$ cat config.mk
export PLATFORM = sky130hd
export DESIGN_NAME = lock_sense
export DESIGN_NICKNAME = d
export VERILOG_FILES = /design/src/rtl/lock_sense_pkg.sv /design/src/rtl/lock_sense_sync.sv /design/src/rtl/lock_sense_timer.sv /design/src/rtl/lock_sense_status.sv /design/src/rtl/lock_sense.sv
export SDC_FILE = /design/constraint.sdc
export NUM_CORES = 1
export LEC_CHECK = 0
export BUFFER_PORTS_ARGS = -buffer_cell sky130_fd_sc_hd__buf_2
export CORE_MARGIN = 5
export CORE_UTILIZATION = 41
export CTS_CLUSTER_DIAMETER = 40
export CTS_CLUSTER_SIZE = 10
export DETAILED_ROUTE_END_ITERATION = 7
export PLACE_DENSITY = 0.66
export SYNTH_ARGS = -nofsm -noshare
export SYNTH_HDL_FRONTEND = slang
export SYNTH_SLANG_ARGS = --single-unit
$ cat constraint.sdc
create_clock -name clk -period 2 [get_ports clk]
set_input_delay 0.2 -clock clk [delete_from_list [all_inputs] [get_ports clk]]
set_output_delay 0.2 -clock clk [all_outputs]
set_load 0.1 [all_outputs]
$ cat src/rtl/lock_sense_pkg.sv
package lock_sense_pkg;

  // Bits needed to hold the values 0..span.
  function automatic int count_bits(int unsigned span);
    return (span < 1) ? 1 : $clog2(span + 1);
  endfunction

  // Next value of the retriggerable down-counter.
  function automatic int unsigned next_count(int unsigned cur, bit trig, int unsigned span);
    if (trig) return span;
    if (cur != 0) return cur - 1;
    return 0;
  endfunction

  // Timer idle (expired) test.
  function automatic bit is_expired(int unsigned cur);
    return cur == 0;
  endfunction

endpackage

$ cat src/rtl/lock_sense_sync.sv
module lock_sense_sync #(
  parameter int STAGES = 2
) (
  input  logic clk,
  input  logic rst_n,
  input  logic din,
  output logic rise_o
);
  logic [STAGES-1:0] chain_q;
  logic              prev_q;

  generate
    for (genvar i = 0; i < STAGES; i++) begin : g_stage
      if (i == 0) begin : g_first
        always_ff @(posedge clk or negedge rst_n) begin
          if (!rst_n) chain_q[0] <= 1'b0;
          else        chain_q[0] <= din;
        end
      end else begin : g_rest
        always_ff @(posedge clk or negedge rst_n) begin
          if (!rst_n) chain_q[i] <= 1'b0;
          else        chain_q[i] <= chain_q[i-1];
        end
      end
    end
  endgenerate

  always_ff @(posedge clk or negedge rst_n) begin
    if (!rst_n) prev_q <= 1'b0;
    else        prev_q <= chain_q[STAGES-1];
  end

  assign rise_o = chain_q[STAGES-1] & ~prev_q;

  // a detected edge lasts one cycle, so a held level cannot retrigger again
  p_rise_single_r7: assert property (@(posedge clk) disable iff (!rst_n)
    rise_o |=> !rise_o);

endmodule

$ cat src/rtl/lock_sense_timer.sv
module lock_sense_timer
  import lock_sense_pkg::*;
#(
  parameter int unsigned SPAN = 1000,
  localparam int CW = count_bits(SPAN)
) (
  input  logic clk,
  input  logic rst_n,
  input  logic trig_i,
  output logic active_o,
  output logic expire_o
);
  logic [CW-1:0] cnt_q;

  always_ff @(posedge clk or negedge rst_n) begin
    if (!rst_n) cnt_q <= CW'(SPAN);
    else        cnt_q <= CW'(next_count(32'(cnt_q), trig_i, SPAN));
  end

  assign active_o = !is_expired(32'(cnt_q));
  // Event: the counter reaches zero at the coming edge.
  assign expire_o = (cnt_q == CW'(1)) && !trig_i;

  // every trigger reloads the full span
  p_reload_r3: assert property (@(posedge clk) disable iff (!rst_n)
    trig_i |=> cnt_q == CW'(SPAN));

  // without a trigger a running counter steps down by one
  p_countdown_r2: assert property (@(posedge clk) disable iff (!rst_n)
    (!trig_i && cnt_q != '0) |=> cnt_q == CW'($past(cnt_q) - 1'b1));

  // counter never exceeds the span
  p_bound_r4: assert property (@(posedge clk) disable iff (!rst_n)
    cnt_q <= CW'(SPAN));

endmodule

$ cat src/rtl/lock_sense_status.sv
module lock_sense_status (
  input  logic active_i,
  output logic lock_o,
  output logic hold_o
);
  assign lock_o = ~active_i;
  assign hold_o = active_i;
endmodule

$ cat src/rtl/lock_sense.sv
module lock_sense #(
  parameter int unsigned TIMEOUT     = 1000,
  parameter int          SYNC_STAGES = 2
) (
  input  logic clk,
  input  logic rst_n,
  input  logic search_in,
  output logic lock_o,
  output logic hold_o
);
  logic rise_w;
  logic active_w;
  logic expire_w;

  lock_sense_sync #(.STAGES(SYNC_STAGES)) u_sync (
    .clk    (clk),
    .rst_n  (rst_n),
    .din    (search_in),
    .rise_o (rise_w)
  );

  lock_sense_timer #(.SPAN(TIMEOUT)) u_timer (
    .clk      (clk),
    .rst_n    (rst_n),
    .trig_i   (rise_w),
    .active_o (active_w),
    .expire_o (expire_w)
  );

  lock_sense_status u_status (
    .active_i (active_w),
    .lock_o   (lock_o),
    .hold_o   (hold_o)
  );

  // lock appears only when the timer runs out
  p_lock_rise_r2: assert property (@(posedge clk) disable iff (!rst_n)
    $rose(lock_o) |-> $past(expire_w));

  // lock is lost only through a detected search edge
  p_lock_drop_r5: assert property (@(posedge clk) disable iff (!rst_n)
    $fell(lock_o) |-> $past(rise_w));

  // once locked, lock persists until a search edge
  p_lock_holds_r4: assert property (@(posedge clk) disable iff (!rst_n)
    (lock_o && !rise_w) |=> lock_o);

  // the inhibit is released only at timeout
  p_hold_release_r6: assert property (@(posedge clk) disable iff (!rst_n)
    $fell(hold_o) |-> $past(expire_w));

endmodule

-- Word-level counts from Yosys, hierarchy flattened
Cells that the tools add are included.
- $add $sub $neg: 1
- muxes and demuxes: 7
- bitwise gates (word level): 2
- reductions and logical operators: 3
- operators with widths (cell ; count):
    10-bit two-way mux ; 4
    10-bit zero test ; 1
    10-bit nonzero test ; 1
    10-bit by 1-bit subtractor with 10-bit output, second input constant ; 1
    1-bit two-way mux ; 3
    1-bit AND ; 1
    1-bit zero test ; 1
    1-bit inverter ; 1
- flip-flop bits (word level): 13
- input port bits: 3
- output and inout port bits: 2
- logic and storage cells: 17

-- Logic depth before layout (Yosys ltp)
Gate-level depths: netlist of run 1.
- depth in word-level cells: 6
- gate-level depth with buffers: 5
- gate-level depth less buffers: 5

-- Hierarchy
Synthesis of run 1 repeated with hierarchy kept, for this count alone.
- cell total of the unflattened synthesis: 60
- area, all modules: 698.2 µm²
- by module, submodules not included (module ; instances ; cells an instance ; area an instance (µm²) ; sequential area each (µm²)):
    lock_sense_timer ; 1 ; 54 ; 598.1 ; 257.7
    lock_sense_sync ; 1 ; 4 ; 88.8 ; 75.1
    lock_sense_status ; 1 ; 2 ; 11.3 ; 0.0

-- Worst setup path before layout of run 1
Ideal clock, no wire load.
- path kind: register -> output
- start point: reg u_timer.cnt_q[0]
- end point: out hold_o
- arrival time: 2.879 ns
- required time: 1.800 ns
- setup slack: -1.079 ns
- stages on the path, launching flop included: 6
- buffers on the path: 0
- cells stage by stage: dfrtp_1 > inv_1 > ha_1 > or4b_2 > nor3_4 > inv_1
- word-level cells in the longest chain between the ends: 2
- ends and longest elaborated chain (element ; line ; text):
    start: declaration ; lock_sense_timer.sv:13 ; logic [CW-1:0] cnt_q;
    start signal: assignment ; lock_sense_timer.sv:16 ; if (!rst_n) cnt_q <= CW'(SPAN);
    start signal: assignment ; lock_sense_timer.sv:17 ; else cnt_q <= CW'(next_count(32'(cnt_q), trig_i, SPAN));
    10-bit zero test ; lock_sense_pkg.sv:17 ; return cur == 0;
    via lock_o ; lock_sense.sv:8 ; output logic lock_o,
    1-bit zero test ; lock_sense_timer.sv:20 ; assign active_o = !is_expired(32'(cnt_q));
    end: declaration ; lock_sense.sv:9 ; output logic hold_o
The timed path passes the listed nets, and every way through them passes these cells.

-- Worst setup path in the final report of run 1
- start point: reg u_timer.cnt_q[1]
- end point: out lock_o
- word-level cells in the longest chain between the ends: 1
- ends and longest elaborated chain (element ; line):
    10-bit zero test ; lock_sense_pkg.sv:17
    end: declaration ; lock_sense.sv:8
No other way between the ends.

==> impl_metrics.xml, run 1 <==
<?xml version="1.0" encoding="UTF-8"?>
<metrics>
  <group name="place">
    <metric name="pre_cts_ws" unit="ns">0.148</metric>
    <metric name="dp.cells" unit="">75</metric>
    <metric name="placement.cell_area" unit="sq um">689</metric>
    <metric name="io_buffers" unit="">4</metric>
    <metric name="place_congestion" unit="">0.775</metric>
    <metric name="detailed_place_hpwl" unit="um">781</metric>
  </group>
  <group name="grt">
    <metric name="grt_pass1_wl" unit="mm">2.39</metric>
    <metric name="grt.overflow.total" unit="">0</metric>
    <metric name="grt_util_all_layers" unit="">0.132</metric>
    <metric name="initial_antenna_violation_count" unit="">0</metric>
    <metric name="grt_pass1_vias" unit="">542</metric>
    <metric name="grt_start_max_net_pins" unit="">14</metric>
  </group>
  <group name="clocking">
    <metric name="clk_pin_slew_worst_paths" unit="ns">0.08</metric>
    <metric name="number_of_levels_the_h_tree_was_split_into" unit="">1</metric>
    <metric name="clock-sinks" unit="">13</metric>
    <metric name="max-clock-path-buffers" unit="">2</metric>
    <metric name="clock-root-buffer" unit="">clkbuf_4</metric>
    <metric name="clk_latency" unit="ns">0.28</metric>
    <metric name="cts-buffers-inserted" unit="">3</metric>
    <metric name="cts_tree" unit="">yes</metric>
  </group>
  <group name="status">
    <metric name="failed_checks" unit="">negative setup slack</metric>
    <metric name="run_status" unit="">finished with violations</metric>
  </group>
  <group name="route">
    <metric name="wire_per_inst" unit="um">15.5</metric>
    <metric name="dr_total_vias" unit="">526</metric>
    <metric name="dr.pass1.iters" unit="">4</metric>
    <metric name="drc_errors" unit="">0</metric>
    <metric name="routed_via_density" unit="">5.60</metric>
    <metric name="wl" unit="mm">1.46</metric>
    <metric name="ant_nets" unit="">0</metric>
    <metric name="drt-initial-drc-count" unit="">9</metric>
  </group>
  <group name="yosys">
    <metric name="postSynthNetCount" unit="">60</metric>
    <metric name="number_of_instances_in_the_synthesized_netlist" unit="">55</metric>
    <metric name="synthArstFlopShare" unit="">1.00</metric>
    <metric name="synth_sequential_area_ratio" unit="">0.531</metric>
    <metric name="count_of_synthesis_stage_warnings_from_yosys" unit="">0</metric>
    <metric name="synth_enable_flop_cells" unit="">0</metric>
    <metric name="yosys.area_share.simple" unit="">0.226</metric>
    <metric name="synthXorXnorAreaFrac" unit="">0.0279</metric>
    <metric name="synth_compound_gate_area_share" unit="">0.152</metric>
    <metric name="syn_area" unit="sq um">627</metric>
    <metric name="post-synth-top-area-fraction" unit="">0.279</metric>
    <metric name="combinational_family_with_the_most_area_after_synthesis" unit="">simple AND/OR/NAND/NOR gates</metric>
    <metric name="synth_commonest_cells" unit="">dfrtp_1 (7), dfstp_2 (6), nor3_1 (5)</metric>
    <metric name="synth_cell_type_count" unit="">26</metric>
    <metric name="top_flip_flop_cell_by_instance_count_after_synthesis" unit="">dfrtp_1</metric>
    <metric name="synthMostInstantiatedCell" unit="">dfrtp_1</metric>
    <metric name="yosysTopAreaCell" unit="">dfrtp_1</metric>
    <metric name="syn_avg_cell_area" unit="sq um">11.4</metric>
    <metric name="post_synth_main_area_contributors" unit="">dfrtp_1 (28%), dfstp_2 (25%), ha_1 (4.0%)</metric>
    <metric name="synthAdderAreaFrac" unit="">0.0399</metric>
    <metric name="synth.ff_latch_count" unit="">13</metric>
    <metric name="muxShareOfSynthArea" unit="">0</metric>
  </group>
  <group name="sta">
    <metric name="postLayoutSetupSlackWorst" unit="ns">-0.0485</metric>
    <metric name="worst_slew_pin_slew" unit="ns">0.425</metric>
    <metric name="achievable-frequency" unit="MHz">488</metric>
    <metric name="finalHoldViolCount" unit="">0</metric>
    <metric name="fin_hold_ws" unit="ns">0.322</metric>
    <metric name="timing.final.max_slew_violations" unit="">0</metric>
    <metric name="skew" unit="ns">0.00326</metric>
    <metric name="setup-violations-final" unit="">2</metric>
    <metric name="finalCritPeriodShare" unit="">1.02</metric>
    <metric name="period_minus_slack" unit="ns">2.05</metric>
    <metric name="maxSlewHeadroom" unit="">0.714</metric>
    <metric name="unrepaired_setup_endpoints_after_global_routing" unit="">yes</metric>
  </group>
  <group name="floorplan">
    <metric name="placeableCoreArea" unit="sq mm">0.00147</metric>
    <metric name="initial_core_util" unit="">0.426</metric>
    <metric name="design.die.area" unit="sq mm">0.00241</metric>
    <metric name="num_rows" unit="">14</metric>
    <metric name="die_y" unit="um">49.1</metric>
    <metric name="ioPinCount" unit="">5</metric>
    <metric name="dieWidth" unit="um">49.1</metric>
  </group>
  <group name="pwr">
    <metric name="internal_power" unit="uW">567</metric>
    <metric name="power_frac_seq" unit="">0.478</metric>
    <metric name="comb_power_share" unit="">0.327</metric>
    <metric name="power_switching_share" unit="">0.337</metric>
    <metric name="irDropWorstVdd" unit="uV">706</metric>
    <metric name="clkPwrFrac" unit="">0.194</metric>
    <metric name="p_per_area" unit="mW/mm^2">963</metric>
    <metric name="cellLeakagePower" unit="nW">0.355</metric>
    <metric name="p_switching" unit="uW">288</metric>
  </group>
  <group name="cells_and_area">
    <metric name="nNetsFinal" unit="">84</metric>
    <metric name="nFillCells" unit="">124</metric>
    <metric name="stdcell_area" unit="sq um">887</metric>
    <metric name="final_cells" unit="">94</metric>
    <metric name="final_layout_size_suffix_gt1_frac" unit="">0.526</metric>
    <metric name="n_antenna_cell" unit="">0</metric>
    <metric name="areaGrowthSynthToFinish" unit="%">41.5</metric>
  </group>
  <group name="critical_path">
    <metric name="slowest_stage_cell_on_the_critical_path" unit="">or4b_4</metric>
    <metric name="startpoint_type" unit="">register</metric>
    <metric name="timing_worst_setup_path_type" unit="">register to output pin</metric>
    <metric name="worst-endpoint-arrival" unit="ns">1.85</metric>
    <metric name="critical_path_required" unit="ns">1.80</metric>
    <metric name="cpLargestDelayFamily" unit="">simple AND/OR/NAND/NOR gates</metric>
    <metric name="crit_buf_inv" unit="">3</metric>
    <metric name="critPathMaxFanout" unit="">2</metric>
    <metric name="path_cells" unit="">inv_2 &gt; ha_4 &gt; or4b_4 &gt; nor3_4 &gt; buf_6 &gt; buf_12</metric>
    <metric name="cpPeakStageDelay" unit="ns">0.48</metric>
    <metric name="critical_path.endpoint_type" unit="">output pin</metric>
  </group>
  <group name="hold_path">
    <metric name="worstHoldPathType" unit="">input port to asynchronous set/reset pin</metric>
  </group>
  <group name="job">
    <metric name="timing.max_cap.violations" unit="">0</metric>
  </group>
</metrics>
[final timing paths]
kind,start,endpoint,slack [ns],cells past startpoint
max,u_timer.cnt_q[1]$_DFF_PN0_,lock_o,-0.05,6
min,rst_n,u_sync.chain_q[1]$_DFF_PN0_,0.32,2
max reg2reg,u_timer.cnt_q[0]$_DFF_PN0_,u_timer.cnt_q[6]$_DFF_PN1_,0.01,11
min reg2reg,u_sync.chain_q[0]$_DFF_PN0_,u_sync.chain_q[1]$_DFF_PN0_,0.35,0
max in group asynchronous,rst_n,u_timer.cnt_q[3]$_DFF_PN1_,1.40,2
min in group clk,u_sync.chain_q[0]$_DFF_PN0_,u_sync.chain_q[1]$_DFF_PN0_,0.35,0
[layer usage]
layer  GRT usage  share of wire
met5           0              0
met4       0.117          0.013
met3      0.0306          0.032
met2       0.189           0.50
met1       0.162           0.45
[sequential cells by signal, indices dropped and copies added, names as in the netlist]
| name | count |
|---|---|
| u_timer.cnt_q | 10 |
| u_sync.chain_q | 2 |
| u_sync.prev_q | 1 |
[layout by cell type (no fill, tap or decap), drive strengths merged]
cell and n:
buf 18, dfrtp 7, dfstp 6, nor3 6, or3 3, o211ai 3
clkbuf 3, o31ai 3, o21ai 3, inv 3, nor4 2, a21oi 2
xnor2 2, ha 2, dlygate4sd3 2, or2 1, or4b 1, nor3b 1
nand4b 1, or3b 1, nand2b 1, or4 1, nor2b 1, a31oi 1
o31a 1, nor2 1, o311ai 1, clkinv 1
[power groups by stage]
stage / Clock [mW] / Combinational (mW) / Sequential, mW
after floorplan: 0 / 0.136 / 0.387
after global placement: 0 / 0.166 / 0.401
after detailed placement: 0 / 0.165 / 0.403
after CTS: 0.174 / 0.233 / 0.397
after global routing: 0.198 / 0.307 / 0.415
final: 0.166 / 0.280 / 0.409
[repair_timing]
| action | 4_1_cts | 5_1_grt |
|---|---|---|
| endpoints found under the hold margin | 7 | 1 |
| buffers inserted | 11 | 2 |
| hold buffers | 1 | 1 |
| endpoints found under the setup margin | 2 | 5 |
| resized for setup | 8 | 5 |
| pin swaps | 2 | 5 |
[kinds of logic (layout without fill, tap and decap cells)]
group,Yosys count,after routing
xor gates and xnor gates,2,2
AOI/OAI and AO/OA,14,14
and+or+nand+nor,20,20
DFF,13,13
buffers and inverters,4,27
adders and majority gates,2,2
[worst register-to-register path, delay by kind of cell, from the launching register on]
family	cells	cell delay (ns)
flops	1	0.40
buf+inv	7	0.66
simple gates	1	0.39
fa+ha+maj	1	0.12
compound gates	2	0.35
[final cells by class]
cell class	instances	area, sq um	area share
clock inverter	1	5.00	0.00564
sequential	13	333	0.375
clock buffer	3	22.5	0.0254
timing repair buffer	20	170	0.192
multi-input combinational	38	325	0.367
tap	16	20.0	0.0226
inverter	3	11.3	0.0127
[per-stage QoR]
stage               utilization  power (mW)  setup TNS, ns
global placement          0.469       0.567              0
finish                    0.603       0.854        -0.0638
CTS                       0.569       0.804         -0.187
global route              0.603       0.920         -0.356
detailed placement        0.469       0.568              0
floorplan                     -       0.524          -2.22
(Power assumes the default switching activity.)
==> run 2, diff against run 1 <==
==> constraint.sdc (replaced) <==
create_clock -name clk -period 2.24 [get_ports clk]
set_input_delay 0.224 -clock clk [delete_from_list [all_inputs] [get_ports clk]]
set_output_delay 0.224 -clock clk [all_outputs]
set_load 0.1 [all_outputs]
==> run 2 against run 1 <==
Effect of this change: critical path depth stayed put; clock power is 12% lower; the run now ends clean; worst hold slack worse by 0.27 ns; largest cell class unchanged; core utilization is 6.4 points lower; largest power group unchanged; critical path type unchanged; critical endpoint unchanged; sequential share of layout area is 4.4 points higher; global-route usage is 2.4 points lower; register-to-register slack better by 0.41 ns.
==> impl_metrics.xml, run 2 (synthesis gave the netlist of run 1 again) <==
<?xml version="1.0" encoding="UTF-8"?>
<metrics>
  <group name="route">
    <metric name="routed_via_density" unit="">5.72</metric>
    <metric name="wl" unit="mm">1.29</metric>
    <metric name="drt-initial-drc-count" unit="">12</metric>
    <metric name="ant_nets" unit="">0</metric>
    <metric name="wire_per_inst" unit="um">15.0</metric>
    <metric name="dr.pass1.iters" unit="">4</metric>
    <metric name="drc_errors" unit="">0</metric>
    <metric name="dr_total_vias" unit="">492</metric>
  </group>
  <group name="hold_path">
    <metric name="min_from" unit="">search_in</metric>
    <metric name="worstHoldPathType" unit="">input port to register</metric>
    <metric name="timing.hold.worst_endpoint" unit="">u_sync.chain_q[0]$_DFF_PN0_</metric>
    <metric name="hold-path-cell-count" unit="">1</metric>
  </group>
  <group name="status">
    <metric name="run_status" unit="">complete, no violations</metric>
  </group>
  <group name="cells_and_area">
    <metric name="regMostFlops" unit="">u_timer.cnt_q</metric>
    <metric name="final_layout_size_suffix_gt1_frac" unit="">0.414</metric>
    <metric name="multi_input_area" unit="sq um">295</metric>
    <metric name="nFillCells" unit="">139</metric>
    <metric name="areaGrowthSynthToFinish" unit="%">26.5</metric>
    <metric name="largest_register_ffs" unit="">10</metric>
    <metric name="register_area" unit="sq um">333</metric>
    <metric name="nNetsFinal" unit="">76</metric>
    <metric name="mostFrequentLayoutCell" unit="">dfrtp_1</metric>
    <metric name="final_cell_mix" unit="">dfrtp_1 (7), buf_4 (6), dfstp_2 (6), nor3_1 (5)</metric>
    <metric name="biggestRegsByFlops" unit="">u_timer.cnt_q (10), u_sync.chain_q (2), u_sync.prev_q (1)</metric>
    <metric name="stdcell_area" unit="sq um">793</metric>
    <metric name="n_antenna_cell" unit="">0</metric>
    <metric name="final_cells" unit="">86</metric>
    <metric name="postLayoutCoreUtil" unit="">0.539</metric>
  </group>
  <group name="critical_path">
    <metric name="critical_path_required" unit="ns">2.02</metric>
    <metric name="timing_worst_setup_path_type" unit="">register to output pin</metric>
    <metric name="cpPeakStageDelay" unit="ns">0.47</metric>
    <metric name="critPathMaxFanout" unit="">4</metric>
    <metric name="path_cells" unit="">inv_2 &gt; ha_4 &gt; or4b_4 &gt; nor3_4 &gt; buf_6 &gt; buf_12</metric>
    <metric name="worst-endpoint-arrival" unit="ns">1.96</metric>
    <metric name="rr_worst_depth" unit="">7</metric>
    <metric name="timing.rr.end" unit="">u_timer.cnt_q[2]$_DFF_PN0_</metric>
    <metric name="slack_of_the_worst_reg_to_reg_path" unit="ns">0.42</metric>
    <metric name="critical_path.endpoint_type" unit="">output pin</metric>
    <metric name="startpoint_type" unit="">register</metric>
    <metric name="slowest_stage_cell_on_the_critical_path" unit="">or4b_4</metric>
    <metric name="worstReg2RegStart" unit="">u_timer.cnt_q[0]$_DFF_PN0_</metric>
  </group>
  <group name="clocking">
    <metric name="clock-sinks" unit="">13</metric>
    <metric name="cts-buffers-inserted" unit="">3</metric>
    <metric name="cts_tree" unit="">yes</metric>
    <metric name="clk_pin_slew_worst_paths" unit="ns">0.08</metric>
    <metric name="number_of_levels_the_h_tree_was_split_into" unit="">1</metric>
    <metric name="max-clock-path-buffers" unit="">2</metric>
    <metric name="clk_latency" unit="ns">0.28</metric>
    <metric name="clock-root-buffer" unit="">clkbuf_4</metric>
  </group>
  <group name="pwr">
    <metric name="clkPwrFrac" unit="">0.216</metric>
    <metric name="p_switching" unit="uW">222</metric>
    <metric name="comb_power_share" unit="">0.248</metric>
    <metric name="fin_total_pwr" unit="uW">677</metric>
    <metric name="irDropWorstVdd" unit="uV">589</metric>
    <metric name="cellLeakagePower" unit="nW">0.309</metric>
    <metric name="power_switching_share" unit="">0.328</metric>
    <metric name="power_frac_seq" unit="">0.536</metric>
    <metric name="p_per_area" unit="mW/mm^2">853</metric>
    <metric name="internal_power" unit="uW">455</metric>
  </group>
  <group name="grt">
    <metric name="grt_util_all_layers" unit="">0.108</metric>
    <metric name="grt_pass1_wl" unit="mm">2.05</metric>
    <metric name="grt_pass1_vias" unit="">471</metric>
    <metric name="grt.overflow.total" unit="">0</metric>
    <metric name="initial_antenna_violation_count" unit="">0</metric>
    <metric name="grt_start_max_net_pins" unit="">14</metric>
  </group>
  <group name="sta">
    <metric name="timing.final.max_slew_violations" unit="">0</metric>
    <metric name="finalHoldViolCount" unit="">0</metric>
    <metric name="postLayoutSetupSlackWorst" unit="ns">0.0577</metric>
    <metric name="maxSlewHeadroom" unit="">0.678</metric>
    <metric name="worst_slew_pin_slew" unit="ns">0.483</metric>
    <metric name="finalCritPeriodShare" unit="">0.974</metric>
    <metric name="achievable-frequency" unit="MHz">458</metric>
    <metric name="skew" unit="ns">0.00627</metric>
    <metric name="setup-violations-final" unit="">0</metric>
    <metric name="period_minus_slack" unit="ns">2.18</metric>
  </group>
  <group name="place">
    <metric name="dp.cells" unit="">75</metric>
    <metric name="pre_cts_ws" unit="ns">0.271</metric>
    <metric name="detailed_place_hpwl" unit="um">879</metric>
    <metric name="io_buffers" unit="">4</metric>
    <metric name="placement.cell_area" unit="sq um">689</metric>
    <metric name="place_congestion" unit="">0.700</metric>
  </group>
  <group name="floorplan">
    <metric name="num_rows" unit="">14</metric>
    <metric name="placeableCoreArea" unit="sq mm">0.00147</metric>
    <metric name="dieWidth" unit="um">49.1</metric>
    <metric name="design.die.area" unit="sq mm">0.00241</metric>
    <metric name="die_y" unit="um">49.1</metric>
    <metric name="ioPinCount" unit="">5</metric>
    <metric name="initial_core_util" unit="">0.426</metric>
  </group>
  <group name="job">
    <metric name="timing.max_cap.violations" unit="">0</metric>
  </group>
</metrics>
## run 2: changes by cell type in the layout (fill, tap and decap cells not counted), sizes merged
cell	before	now
buf	18	11
dlygate4sd3	2	1
clkbuf	3	4
clkinv	1	0
## run 2: power groups by stage
stage	Combinational (mW)	Clock, mW	Sequential [mW]
2_1_floorplan	0.122	0	0.346
3_3_place_gp	0.144	0	0.357
3_5_place_dp	0.149	0	0.362
4_1_cts	0.151	0.150	0.358
5_1_grt	0.188	0.159	0.370
6_report	0.168	0.146	0.363
## run 2: worst max-delay path by stage
stage	start	end	slack, ns	cells past startpoint
detailed placement	u_timer.cnt_q[0]$_DFF_PN0_	hold_o	0.27	6
global route	u_timer.cnt_q[0]$_DFF_PN0_	lock_o	-0.02	6
CTS	u_timer.cnt_q[0]$_DFF_PN0_	hold_o	0.008	6
floorplan	u_timer.cnt_q[0]$_DFF_PN0_	hold_o	-0.69	5
finish	u_timer.cnt_q[0]$_DFF_PN0_	lock_o	0.06	6
global placement	u_timer.cnt_q[0]$_DFF_PN0_	hold_o	0.28	6
## run 2: what timing repair did
item | CTS | global route
hold buffers | 1 | 0
buffers inserted | 0 | 6
cloned | 0 | 0
gates resized for setup | 1 | 6
setup endpoints to repair | 1 | 2
pin swaps | 0 | 1
hold endpoints to repair | 7 | 0
## run 2: layout make-up
type,count,area share
Sequential cell,13,0.420
Multi-Input combinational cell,38,0.372
Timing Repair Buffer,12,0.136
Clock buffer,4,0.0331
Tap cell,16,0.0252
Inverter,3,0.0142
## run 2: worst max-delay path: cells and delay by family (launching register included)
family,cells,cell delay (ns)
adders and majority gates,1,0.14
buffers and inverters,3,0.40
DFF,1,0.43
and+or+nand+nor,2,0.70
## run 2: layer usage
layer	global-route usage	share of wire	up-vias
li1	-	-	240
met1	0.135	0.45	239
met2	0.174	0.50	11
met3	0.0214	0.042	2
met5	0	0	-
met4	0.0538	0.016	0
## run 2: stage by stage
step | hold slack [ns] | TNS [ns]
2_1_floorplan | -0.0716 | -0.688
3_3_place_gp | 0.123 | 0
3_5_place_dp | 0.127 | 0
4_1_cts | 0.0441 | 0
5_1_grt | 0.0456 | -0.0347
6_report | 0.0518 | 0
==> run 3, diff against run 2 <==
--- a/config.mk
+++ b/config.mk
@@ -6,12 +6,15 @@
 export NUM_CORES = 1
 export LEC_CHECK = 0
 export BUFFER_PORTS_ARGS = -buffer_cell sky130_fd_sc_hd__buf_2
+export CELL_PAD_IN_SITES_DETAIL_PLACEMENT = 1
+export CELL_PAD_IN_SITES_GLOBAL_PLACEMENT = 2
 export CORE_MARGIN = 5
-export CORE_UTILIZATION = 41
+export CORE_UTILIZATION = 36
+export CTS_BUF_LIST = sky130_fd_sc_hd__clkbuf_16
 export CTS_CLUSTER_DIAMETER = 40
 export CTS_CLUSTER_SIZE = 10
 export DETAILED_ROUTE_END_ITERATION = 7
-export PLACE_DENSITY = 0.66
+export PLACE_DENSITY = 0.8
 export SYNTH_ARGS = -nofsm -noshare
 export SYNTH_HDL_FRONTEND = slang
 export SYNTH_SLANG_ARGS = --single-unit
==> run 3 against run 2 <==
Effect of this change: count of clock-buffer cells in the layout is 1 lower; critical endpoint unchanged; critical path depth stayed put; die area is 11% higher; total power is 25% higher; routed wire length is 4.6% lower.
==> impl_metrics.xml, run 3 (synthesis gave the netlist of run 1 again) <==
<?xml version="1.0" encoding="UTF-8"?>
<metrics>
  <group name="floorplan">
    <metric name="die_y" unit="um">51.7</metric>
    <metric name="num_rows" unit="">15</metric>
    <metric name="dieWidth" unit="um">51.7</metric>
    <metric name="design.die.area" unit="sq mm">0.00268</metric>
    <metric name="placeableCoreArea" unit="sq mm">0.00169</metric>
    <metric name="ioPinCount" unit="">5</metric>
    <metric name="initial_core_util" unit="">0.371</metric>
  </group>
  <group name="grt">
    <metric name="grt_start_max_net_pins" unit="">14</metric>
    <metric name="grt_pass1_wl" unit="mm">2.21</metric>
    <metric name="initial_antenna_violation_count" unit="">0</metric>
    <metric name="grt.overflow.total" unit="">0</metric>
    <metric name="grt_util_all_layers" unit="">0.123</metric>
    <metric name="grt_pass1_vias" unit="">488</metric>
  </group>
  <group name="pwr">
    <metric name="irDropWorstVdd" unit="uV">561</metric>
    <metric name="fin_total_pwr" unit="uW">847</metric>
    <metric name="p_per_area" unit="mW/mm^2">1080</metric>
    <metric name="cellLeakagePower" unit="nW">0.304</metric>
  </group>
  <group name="cells_and_area">
    <metric name="biggestRegsByFlops" unit="">u_timer.cnt_q (10), u_sync.chain_q (2), u_sync.prev_q (1)</metric>
    <metric name="mostFrequentLayoutCell" unit="">dfrtp_1</metric>
    <metric name="n_antenna_cell" unit="">0</metric>
    <metric name="largest_register_ffs" unit="">10</metric>
    <metric name="final_cells" unit="">81</metric>
    <metric name="postLayoutCoreUtil" unit="">0.466</metric>
    <metric name="stdcell_area" unit="sq um">787</metric>
    <metric name="final_cell_mix" unit="">dfrtp_1 (7), dfstp_2 (6), nor3_1 (5)</metric>
    <metric name="regMostFlops" unit="">u_timer.cnt_q</metric>
    <metric name="final_layout_size_suffix_gt1_frac" unit="">0.328</metric>
    <metric name="areaGrowthSynthToFinish" unit="%">25.5</metric>
    <metric name="nNetsFinal" unit="">70</metric>
  </group>
  <group name="route">
    <metric name="dr_total_vias" unit="">461</metric>
    <metric name="dr.pass1.iters" unit="">2</metric>
    <metric name="wire_per_inst" unit="um">15.2</metric>
    <metric name="ant_nets" unit="">0</metric>
    <metric name="wl" unit="mm">1.23</metric>
    <metric name="drc_errors" unit="">0</metric>
    <metric name="drt-initial-drc-count" unit="">4</metric>
    <metric name="routed_via_density" unit="">5.69</metric>
  </group>
  <group name="job">
    <metric name="timing.max_cap.violations" unit="">0</metric>
  </group>
  <group name="clocking">
    <metric name="max-clock-path-buffers" unit="">2</metric>
    <metric name="cts.repair_timing.setup_buffer_count" unit="">0</metric>
    <metric name="clock-root-buffer" unit="">clkbuf_16</metric>
    <metric name="cts-buffers-inserted" unit="">3</metric>
    <metric name="clk_pin_slew_worst_paths" unit="ns">0.04</metric>
    <metric name="number_of_levels_the_h_tree_was_split_into" unit="">1</metric>
    <metric name="clock-sinks" unit="">13</metric>
    <metric name="clk_latency" unit="ns">0.24</metric>
    <metric name="cts_tree" unit="">yes</metric>
  </group>
  <group name="critical_path">
    <metric name="startpoint_type" unit="">register</metric>
    <metric name="slowest_stage_cell_on_the_critical_path" unit="">or4b_4</metric>
    <metric name="cpLargestDelayFamily" unit="">simple AND/OR/NAND/NOR gates</metric>
    <metric name="critical_path_required" unit="ns">2.02</metric>
    <metric name="crit_buf_inv" unit="">3</metric>
    <metric name="worst-endpoint-arrival" unit="ns">1.93</metric>
    <metric name="critical_path.endpoint_type" unit="">output pin</metric>
    <metric name="path_cells" unit="">inv_1 &gt; ha_1 &gt; or4b_4 &gt; nor3_4 &gt; buf_6 &gt; buf_12</metric>
    <metric name="cpPeakStageDelay" unit="ns">0.51</metric>
    <metric name="timing_worst_setup_path_type" unit="">register to output pin</metric>
    <metric name="critPathMaxFanout" unit="">6</metric>
  </group>
  <group name="place">
    <metric name="dp.cells" unit="">76</metric>
    <metric name="place_congestion" unit="">0.745</metric>
    <metric name="placement.cell_area" unit="sq um">691</metric>
    <metric name="detailed_place_hpwl" unit="um">933</metric>
    <metric name="io_buffers" unit="">4</metric>
  </group>
  <group name="status">
    <metric name="run_status" unit="">complete, no violations</metric>
  </group>
  <group name="sta">
    <metric name="finalCritPeriodShare" unit="">0.960</metric>
    <metric name="worst_slew_pin_slew" unit="ns">0.441</metric>
    <metric name="achievable-frequency" unit="MHz">465</metric>
    <metric name="maxSlewHeadroom" unit="">0.705</metric>
    <metric name="timing.final.max_slew_violations" unit="">0</metric>
    <metric name="unrepaired_setup_endpoints_after_global_routing" unit="">yes</metric>
    <metric name="period_minus_slack" unit="ns">2.15</metric>
    <metric name="skew" unit="ns">0.000475</metric>
    <metric name="setup-violations-final" unit="">0</metric>
    <metric name="finalHoldViolCount" unit="">0</metric>
  </group>
  <group name="hold_path">
    <metric name="worstHoldPathType" unit="">input port to register</metric>
  </group>
</metrics>
## run 3: cell count changes in the layout (fill, tap and decap cells not counted)
cell       before  now
inv_1           1    3
ha_4            1    0
buf_6           2    1
clkbuf_1        1    0
clkinv_2        0    1
clkbuf_16       0    3
buf_4           6    1
ha_1            1    2
clkbuf_4        3    0
inv_2           2    0
## run 3: layout make-up
type,count,area (sq um)
Clock buffer,3,75.1
Clock inverter,1,5.00
Fill cell,183,902
Inverter,3,11.3
Multi-Input combinational cell,38,283
Sequential cell,13,333
Tap cell,17,21.3
Timing Repair Buffer,6,58.8
## run 3: per-stage QoR
| stage | hold WS (ns) | worst slack, ns | TNS, ns |
|---|---|---|---|
| final | 0.0827 | 0.0890 | 0 |
| after global routing | 0.0783 | 0.000669 | 0 |
| after CTS | 0.0800 | 0.0515 | 0 |
| after detailed placement | 0.124 | 0.327 | 0 |
| after global placement | 0.125 | 0.353 | 0 |
| after floorplan | -0.0716 | -0.688 | -0.688 |
## run 3: final timing paths
kind / startpoint / end / slack [ns] / cells past startpoint
setup / recovery: u_timer.cnt_q[0]$_DFF_PN0_ / lock_o / 0.09 / 6
min in group asynchronous: rst_n / u_sync.prev_q$_DFF_PN0_ / 0.39 / 2
max in group asynchronous: rst_n / u_timer.cnt_q[6]$_DFF_PN1_ / 1.58 / 2
setup reg to reg: u_timer.cnt_q[0]$_DFF_PN0_ / u_timer.cnt_q[5]$_DFF_PN1_ / 0.52 / 5
hold reg to reg: u_sync.chain_q[0]$_DFF_PN0_ / u_sync.chain_q[1]$_DFF_PN0_ / 0.36 / 0
hold / removal: search_in / u_sync.chain_q[0]$_DFF_PN0_ / 0.08 / 1
## run 3: worst reg2reg max path, stage by stage (launching register included)
cell and delay, ns:
dfrtp_1 0.42, inv_1 0.10, ha_1 0.17, or4b_4 0.51
nor4_1 0.37, a31oi_1 0.07
## run 3: power breakdown
group / internal, mW / switching [mW] / leakage (nW)
Sequential: 0.297 / 0.0616 / 0.148
Clock: 0.238 / 0.102 / 0.0409
Combinational: 0.0793 / 0.0689 / 0.115
Total: 0.614 / 0.233 / 0.304
## run 3: per-layer routing
metal	vias to the layer above	track usage	part of all wire
met4	0	0.118	0.048
li1	227	-	-
met1	221	0.145	0.48
met3	5	0.0430	0.045
met2	8	0.172	0.42
met5	-	0	0
## run 3: repair_timing
action / in CTS / in global routing
hold buffers: 1 / 0
endpoints found under the setup margin: 0 / 2
endpoints found under the hold margin: 7 / 0
gates resized for setup: 0 / 3
